[src/rtl/otp_spi_pkg.sv]
// Shared types for the one-time-programmable region reader.
package otp_spi_pkg;
    // Phase of the serial transaction.
    typedef enum logic [2:0] {
        PH_IDLE,
        PH_CMD,
        PH_ADDR,
        PH_DUMMY,
        PH_DATA,
        PH_REJECT
    } phase_t;
endpackage

[src/rtl/otp_spi_sync.sv]
// Multi-bit synchronizer: each input bit passes through its own chain of
// flops into the system clock domain.
// Assumes: the bits are independent; each has its own reset value.
module otp_spi_sync #(
    parameter int          WIDTH   = 3,
    parameter int          STAGES  = 2,
    parameter logic [WIDTH-1:0] RST_VAL = '0
) (
    input  logic             clk,
    input  logic             rst_n,
    input  logic [WIDTH-1:0] async_i,
    output logic [WIDTH-1:0] sync_o
);
    genvar b;
    generate
        for (b = 0; b < WIDTH; b++) begin : g_bit
            logic [STAGES-1:0] chain;
            // Shift the raw input through the synchronizer chain.
            always_ff @(posedge clk) begin
                if (!rst_n) chain <= {STAGES{RST_VAL[b]}};
                else        chain <= {chain[STAGES-2:0], async_i[b]};
            end
            assign sync_o[b] = chain[STAGES-1];
        end
    endgenerate
endmodule

[src/rtl/otp_spi_store.sv]
// Byte array holding the one-time-programmable region.
// One test write port and one combinational read port.
// Assumes: rd_idx < DEPTH (the caller clamps it); erased bytes read 0xFF.
module otp_spi_store #(
    parameter int DEPTH = 65,
    parameter int IDX_W = 7
) (
    input  logic             clk,
    input  logic             rst_n,
    input  logic             wr_en,
    input  logic [IDX_W-1:0] wr_idx,
    input  logic [7:0]       wr_data,
    input  logic [IDX_W-1:0] rd_idx,
    output logic [7:0]       rd_data
);
    logic [7:0] mem [DEPTH];

    // Erase on reset; test writes land only inside the array.
    always_ff @(posedge clk) begin
        if (!rst_n) begin
            for (int i = 0; i < DEPTH; i++) mem[i] <= 8'hFF;
        end else if (wr_en && (wr_idx < IDX_W'(DEPTH))) begin
            mem[wr_idx] <= wr_data;
        end
    end

    assign rd_data = mem[rd_idx];


    preload_lands_chk: assert property (@(posedge clk) disable iff (!rst_n)
        (wr_en && (wr_idx < IDX_W'(DEPTH))) |=> (mem[$past(wr_idx)] == $past(wr_data)));
endmodule

[src/rtl/otp_spi_reader.sv]
// Serial flash slave front end for the one-time-programmable region read.
// Decodes command, address and dummy byte; then shifts bytes out MSB first
// on falling serial-clock edges until chip select rises.
// Assumes: the system clock is several times faster than the serial clock;
// serial mode 0.
module otp_spi_reader #(
    parameter int         DEPTH     = 65,
    parameter int         ADDR_BITS = 24,
    parameter logic [7:0] OPCODE    = 8'h4B,
    parameter int         STAGES    = 2
) (
    input  logic       clk,
    input  logic       rst_n,
    input  logic       sclk_i,
    input  logic       cs_n_i,
    input  logic       mosi_i,
    input  logic       busy_i,
    input  logic       preload_we,
    input  logic [6:0] preload_idx,
    input  logic [7:0] preload_data,
    output logic       miso_o,
    output logic       miso_oe
);
    import otp_spi_pkg::*;

    localparam int IDX_W = $clog2(DEPTH);
    localparam int CNT_W = $clog2(ADDR_BITS);
    localparam logic [IDX_W-1:0] LAST_IDX = IDX_W'(DEPTH - 1);

    logic [2:0] raw_in, syn;
    logic       sclk_s, cs_s, mosi_s, sclk_d, cs_d;
    logic       sclk_rise, sclk_fall, cs_fall;

    assign raw_in = {mosi_i, cs_n_i, sclk_i};

    otp_spi_sync #(.WIDTH(3), .STAGES(STAGES), .RST_VAL(3'b010)) u_sync (
        .clk    (clk),
        .rst_n  (rst_n),
        .async_i(raw_in),
        .sync_o (syn)
    );

    assign sclk_s = syn[0];
    assign cs_s   = syn[1];
    assign mosi_s = syn[2];

    // Keep the previous synchronized values for edge detection.
    always_ff @(posedge clk) begin
        if (!rst_n) begin
            sclk_d <= 1'b0;
            cs_d   <= 1'b1;
        end else begin
            sclk_d <= sclk_s;
            cs_d   <= cs_s;
        end
    end

    assign sclk_rise = sclk_s & ~sclk_d;
    assign sclk_fall = ~sclk_s & sclk_d;
    assign cs_fall   = ~cs_s & cs_d;

    phase_t           phase;
    logic [CNT_W-1:0] bit_cnt;
    logic [6:0]       cmd_sh;
    logic [IDX_W-1:0] addr_lo, rd_idx;
    logic [7:0]       out_sh, rd_data;
    logic [2:0]       out_bit;
    logic             started;
    logic [7:0]       cmd_full;

    assign cmd_full = {cmd_sh, mosi_s};

    otp_spi_store #(.DEPTH(DEPTH), .IDX_W(IDX_W)) u_store (
        .clk    (clk),
        .rst_n  (rst_n),
        .wr_en  (preload_we),
        .wr_idx (IDX_W'(preload_idx)),
        .wr_data(preload_data),
        .rd_idx (rd_idx),
        .rd_data(rd_data)
    );

    // Transaction sequencer: command, address, dummy, data, or refusal.
    always_ff @(posedge clk) begin
        if (!rst_n) begin
            phase   <= PH_IDLE;
            bit_cnt <= '0;
            cmd_sh  <= '0;
            addr_lo <= '0;
            rd_idx  <= '0;
            out_sh  <= '0;
            out_bit <= '0;
            started <= 1'b0;
        end else if (cs_s) begin
            phase   <= PH_IDLE;
            started <= 1'b0;
        end else begin
            case (phase)
                PH_IDLE: if (cs_fall) begin
                    phase   <= PH_CMD;
                    bit_cnt <= '0;
                end
                PH_CMD: if (sclk_rise) begin
                    cmd_sh <= cmd_full[6:0];
                    if (bit_cnt == CNT_W'(7)) begin
                        bit_cnt <= '0;
                        phase   <= (cmd_full == OPCODE && !busy_i) ? PH_ADDR : PH_REJECT;
                    end else begin
                        bit_cnt <= bit_cnt + 1'b1;
                    end
                end
                PH_ADDR: if (sclk_rise) begin
                    addr_lo <= {addr_lo[IDX_W-2:0], mosi_s};
                    if (bit_cnt == CNT_W'(ADDR_BITS - 1)) begin
                        bit_cnt <= '0;
                        phase   <= PH_DUMMY;
                    end else begin
                        bit_cnt <= bit_cnt + 1'b1;
                    end
                end
                PH_DUMMY: if (sclk_rise) begin
                    if (bit_cnt == CNT_W'(7)) begin
                        phase   <= PH_DATA;
                        out_bit <= '0;
                        rd_idx  <= (addr_lo > LAST_IDX) ? LAST_IDX : addr_lo;
                    end else begin
                        bit_cnt <= bit_cnt + 1'b1;
                    end
                end
                PH_DATA: if (sclk_fall) begin
                    started <= 1'b1;
                    out_bit <= out_bit + 1'b1;
                    if (out_bit == 3'd0) begin
                        out_sh <= rd_data;
                        if (rd_idx != LAST_IDX) rd_idx <= rd_idx + 1'b1;
                    end else begin
                        out_sh <= {out_sh[6:0], 1'b0};
                    end
                end
                default: ;
            endcase
        end
    end

    assign miso_o  = out_sh[7];
    assign miso_oe = (phase == PH_DATA) && started;


    deselect_quiet_chk: assert property (@(posedge clk) disable iff (!rst_n)
        cs_s |=> !miso_oe);

    out_on_fall_chk: assert property (@(posedge clk) disable iff (!rst_n)
        !$stable(miso_o) |-> $past(sclk_fall));

    enable_on_fall_chk: assert property (@(posedge clk) disable iff (!rst_n)
        $rose(miso_oe) |-> $past(sclk_fall));

    busy_refuse_chk: assert property (@(posedge clk) disable iff (!rst_n)
        (!cs_s && phase == PH_CMD && sclk_rise && bit_cnt == CNT_W'(7) && busy_i)
        |=> (phase == PH_REJECT));

    idx_bound_chk: assert property (@(posedge clk) disable iff (!rst_n)
        rd_idx <= LAST_IDX);
endmodule

[config.mk]
export PLATFORM = sky130hd
export DESIGN_NAME = otp_spi_reader
export DESIGN_NICKNAME = d
export VERILOG_FILES = /design/src/rtl/otp_spi_pkg.sv /design/src/rtl/otp_spi_sync.sv /design/src/rtl/otp_spi_store.sv /design/src/rtl/otp_spi_reader.sv
export SDC_FILE = /design/constraint.sdc
export NUM_CORES = 1
export LEC_CHECK = 0
export ABC_AREA = 1
export CORE_ASPECT_RATIO = 0.5
export CORE_MARGIN = 5
export CORE_UTILIZATION = 50
export DETAILED_ROUTE_END_ITERATION = 6
export HOLD_SLACK_MARGIN = 0.12
export PLACE_DENSITY = 0.65
export SYNTH_ARGS = -nofsm -noshare
export SYNTH_HDL_FRONTEND = slang
export SYNTH_SLANG_ARGS = --single-unit
[constraint.sdc]
create_clock -name clk -period 3.2 [get_ports clk]
set_clock_uncertainty 0.2 [all_clocks]
set_input_delay 0.64 -clock clk [delete_from_list [all_inputs] [get_ports clk]]
set_output_delay 0.64 -clock clk [all_outputs]
set_load 0.02 [all_outputs]
---- Word level (Yosys, flattened, before mapping) ----
Memory sizes are Yosys's and may differ from the RTL's. A register that Yosys moved wholly into a read port is not among the register bits.
Index checks and enable logic that the tools add are counted.
operators by class
  $add $sub $neg .......................... 3
  $lt $le $gt $ge ......................... 2
  eq/ne operators ......................... 19
  mux-type cells .......................... 38
  bitwise gates (word level) .............. 7
  reductions and logical operators ........ 18
operators by type and width
  cell                                                  count
  2-to-1 mux 7 bit                                      9
  2-to-1 mux 5 bit                                      7
  2-to-1 mux 3 bit                                      11
  inequality test 2 bit, second input constant          11
  one-hot mux 5 bit (4 select lines)                    1
  2-to-1 mux 8 bit                                      2
  one-hot mux 7 bit (2 select lines)                    1
  AND reduction 7 bit                                   2
  one-hot mux 3 bit (4 select lines)                    1
  AND reduction 3 bit                                   3
  == test 8 x 7 -> 1 bit, second input constant         1
  AND reduction 8 bit                                   1
  OR reduction 8 bit                                    1
  adder 7 x 1 -> 7 bit, second input constant           1
  greater-than comparator 7 bit, second input constant  1
  < comparator 7 bit, second input constant             1
  inequality test 7 bit, second input constant          1
  == test 3 x 2 -> 1 bit, second input constant         2
  zero test 3 bit                                       2
  one-hot mux 3 bit (2 select lines)                    1
  adder 5 x 1 -> 5 bit, second input constant           1
  == test 5 x 3 -> 1 bit, second input constant         1
  == test 5 bit, second input constant                  1
  2-to-1 mux 1 bit                                      5
  12 further kinds                                      19
storage, ports and cells
  flip-flop bits (word level) ............. 49
  bits in writable memories ............... 520
  input bits .............................. 22
  output and inout port bits .............. 2
  word-level logic and storage cells ...... 101
  memories ................................ 1
memories
  name         words  bits a word  read ports  clocked after Yosys merged registers in  write ports  line                 RTL
  u_store.mem  65     8            1           1                                        65           otp_spi_store.sv:16  logic [7:0] mem [DEPTH];

---- Logic depth before layout (Yosys ltp) ----
  word-level depth ........................ 7
  mapped depth ............................ 14
  mapped depth without buffers ............ 12

---- By module ----
Synthesis repeated with hierarchy kept, for this count alone.
second synthesis, totals
  cell total of the unflattened synthesis .. 4530
  area total of the unflattened synthesis .. 46497.1 µm²
by module, submodules not included
  module          instances  cells an instance  area an instance (µm²)  seq. area each (µm²)
  otp_spi_store   1          4159               43980.9                 30749.5
  otp_spi_reader  1          350                2328.5                  860.8
  otp_spi_sync    1          21                 187.7                   120.1

---- Worst setup path after synthesis ----
Ideal clock, no wire load.
  path kind ............................... input-to-reg
  from .................................... in preload_idx[1]
  to ...................................... mem u_store.mem[15][0], enable pin
  setup time .............................. 0.384 ns
  arrival time ............................ 2.395 ns
  data required time ...................... 2.616 ns
  slack ................................... 0.221 ns
  stages on the path ...................... 10
  buffers on the path ..................... 1
  path through ............................ nor2_1 > inv_1 > nor2_1 > inv_1 > o31ai_2 > nand3_1 > inv_2 > nand4_1 > buf_4 > o21ai_0
RTL lines
  item                line                  RTL
  start: declaration  otp_spi_reader.sv:19  input logic [6:0] preload_idx,
  end: declaration    otp_spi_store.sv:16

---- Worst setup path after layout ----
  from .................................... reg phase[0]
  to ...................................... out miso_oe
on the way
  cells in the longest elaborated chain, start to end .. 2
ends and longest elaborated chain
  item                      line                   RTL
  start: declaration        otp_spi_reader.sv:62   phase_t phase;
  start signal: assignment  otp_spi_reader.sv:107  phase <= (cmd_full == OPCODE && !busy_i) ? PH_ADDR : PH_REJECT;
  == test 3 bit             otp_spi_reader.sv:146  assign miso_oe = (phase == PH_DATA) && started;
  logical AND 1 bit         otp_spi_reader.sv:146
  end: declaration          otp_spi_reader.sv:22   output logic miso_oe
Every way passes these cells.

==> key figures <==
Outcome
  • Status: finished clean

Clocking
  • Worst skew pair latency: 0.70 ns
  • CTS Buffer Depth: 3
  • Number of clock sinks: 1080
  • H-tree depth: 3
  • CTS tree: yes
  • Clock transition at the registers of the reported paths: 0.07 ns
  • Postcts setup bufs: 0
  • CTS buffer count: 94
  • Clock root cell: clkbuf_16

Final layout
  • Antenna diodes: 0
  • Final core occ: 0.5912
  • FF+latch area: 31890 sq um
  • Syn-to-layout area delta: 16.59%
  • Post-route insts no fill: 6304
  • Fillers: 7642
  • Nets: 5015
  • Layout cells sized above 1: 0.08096
  • Area of the multi-input gates: 14740 sq um
  • Post-route cell area: 53950 sq um

Setup path
  • CP Launch Type: register
  • CP peak stage delay: 0.38 ns
  • WP buf/inv: 3
  • Crit path max-delay family: buffers and inverters
  • Worst Path Required: 2.36 ns
  • CP Depth: 6
  • Slowest cell on crit path: dlygate4sd2_1
  • Crit path cell chain: inv_1 -> nand2_1 -> nor2_1 -> inv_1 -> nor2_1 -> dlygate4sd2_1
  • Critical path class: reg2out
  • Worst r2r path cells: 12
  • Crit path DAT: approximately 2.2 ns
  • Worst Setup End Kind: primary output
  • Critical-path maximum fanout: 9

GRT
  • GR Util met3: 0.05539
  • Most used routing layer in global routing: met2
  • First-pass GRT wire length: 178400 um
  • GR Layer Usage met1: 0.3218
  • GR Util All Layers: 0.2341
  • Initial antenna violation count: 4
  • Grt met2 use: 0.3724
  • GR Overflow Total: 0
  • Largest net degree at the start of global routing: 136
  • Number of global-route vias before repair: 31816

Logic synthesis
  • Synthesis Warnings: 0
  • Mapped Cells: 4451
  • Async S/R FF share, synth: 0
  • Post-synth EDFFs: a little over 1000
  • Commonest cells in the synthesized netlist: nand2_1 (1717), edfxtp_1 (1024), nand3_1 (961)
  • Synth area leaders: edfxtp_1 (66%), nand2_1 (14%), nand3_1 (10%)
  • Unique masters post-synth: 31
  • Synth Register Bits: approximately 1100
  • Register area share after synthesis: 0.6887
  • Post-Synthesis Cell Area: 46280 sq um
  • Largest area contributor in the netlist: edfxtp_1
  • Syn Area/Cell: 10.40 sq um
  • Top FF cell, synth: edfxtp_1
  • Most common cell in the netlist: nand2_1
  • Synth top area share: 0.6645

Power
  • P_leak: 20.50 nW
  • Share of power burned in registers: 0.569
  • Pint: 22.84 mW
  • Clock power share: 0.389
  • P_sw: 6.310 mW
  • Power Density: between 500 and 600 nW/um^2
  • Switch share: 0.2164
  • Tot Pwr: about 29 mW
  • Combinational fraction of design power: 0.042
  • Worst vdd ir: about 460 uV

Routing
  • Post-route ant nets: 0
  • Vias per cell: 5.303
  • Routed wire per std cell: 18.39 um
  • Via Count: 33429
  • Drt pass-1 iters: 6
  • Initial drt markers: 3638
  • Drt drc: 0
  • Final Routed Wirelength: 115900 um

Placement
  • Post-DP HPWL: 68340 um
  • Dpl cell area: 50910 sq um
  • Gpl congestion: 0.8622
  • Inst Count DP: about 6100
  • PortBufs: 23

Floorplanning
  • Die Ht: 225.1 um
  • Num rows: a little under 80
  • Placeable Area: 91250 sq um
  • Initial Util: 0.5071
  • Die Footprint: 99110 sq um
  • Die W: 440.2 um
  • I/O pin count: 24

STA
  • Unrepaired setup endpoints after global routing: false
  • Fin. max-slew vios: 0
  • Final setup TNS: 0 ns
  • Final Setup Violations: 0
  • Minimum clock period: 2.997 ns
  • Worst-Margin Slew: 0.9430 ns
  • Tcrit/Tclk final: 0.9367
  • Final Hold Vio Count: 0
  • Fmax: about 330 MHz
  • Slew HR: 0.3714

Hold path
  • Hold Path Class: in2reg
  • Min-Delay Path Depth: 3

Run
  • Max-cap violations: 0
registers in the layout (all words and copies together) (netlist names), named ones only:
name	count
u_store.mem	1024
out_sh	8
addr_lo	7
cmd_sh	7
rd_idx	7
u_sync.g_bit.chain	6
bit_cnt	5
out_bit	3
phase	3
cs_d	1
sclk_d	1
started	1
timing repair:
item,4_1_cts,5_1_grt
endpoints found under the hold margin,15,0
gates resized for setup,1,0
hold buffers,3,0
endpoints found under the setup margin,1,0
final timing paths:
| kind | start | endpoint | slack (ns) |
|---|---|---|---|
| min | preload_data[7] | u_store.mem[44][7] | 0.20 |
| max | phase[0] | miso_oe | 0.20 |
| max reg2reg | register | out_sh[3] | 0.24 |
| min reg2reg | u_sync.g_bit[1].chain[0] | u_sync.g_bit[1].chain[1] | 0.22 |
cell type report:
| cell class | count | share of cell area |
|---|---|---|
| clock inverters | 60 | 0.009856 |
| flip-flops and latches | 1080 | 0.5910 |
| well taps | 1240 | 0.02876 |
| repair buffers | 245 | 0.04511 |
| inverters | 82 | 0.006030 |
| clock buffers | 112 | 0.04597 |
| multi-input cells | 3485 | 0.2732 |
routing by layer:
metal  wire length [um]  vias to the layer above  part of all wire
met1              48540                    15990              0.42
met4               3736                        0             0.032
met5                  0                        -                 0
met2              52830                     1324              0.46
li1                   -                    15887                 -
met3              10810                      228             0.093
power by group through the flow:
stage | Sequential [mW] | Combinational, mW | Clock, mW
floorplan | 16.8 | 0.686 | 0
global placement | 16.9 | 1.17 | 0
detailed placement | 16.9 | 1.19 | 0
CTS | 16.6 | 1.20 | 11.5
global route | 16.7 | 1.37 | 12.2
finish | 16.6 | 1.22 | 11.3
through the flow:
step | hold slack (ns) | setup WS (ns)
detailed placement | 0.2037 | 0.01809
finish | 0.2046 | 0.2026
global placement | 0.2043 | -0.06999
floorplan | 0.1905 | 0.2208
global route | 0.1909 | 0.03096
CTS | 0.1669 | 0.1151
placed cells by master (no fill, tap or decap), types with 3 or more instances in the layout:
cell	count
edfxtp_1	1024
dlygate4sd3_1	3
clkinv_8	3
clkinvlp_4	5
or2_2	5
buf_4	173
nor2_2	7
clkinv_1	22
clkinv_4	3
a31oi_1	3
ha_1	5
a211oi_1	7
o21ai_0	103
clkbuf_16	94
clkinv_2	16
inv_6	3
nor2_1	93
nor3_1	16
inv_2	12
clkbuf_1	12
clkbuf_8	6
nand4_1	8
nand2_1	1717
dfxtp_4	4
nor2_4	8
buf_12	46
buf_2	9
conb_1	504
nand3_1	961
a21oi_1	37
inv_1	67
bufinv_16	7
clkdlybuf4s50_1	13
dfxtp_1	51
worst min-delay path: stages:
cell and delay (ns):
buf_2 0.10, inv_2 0.14, nand2_1 0.11
cells by family after synthesis:
group,count (synthesis),share of synthesized area
AOI/OAI and AO/OA,154,0.01749
xor gates and xnor gates,1,0.0001893
adders and majority gates,5,0.001352
buffers and inverters,389,0.03353
DFF,1080,0.6887
other,1,0.00008104
and+or+nand+nor,2821,0.2586
(Power assumes the default switching activity.)
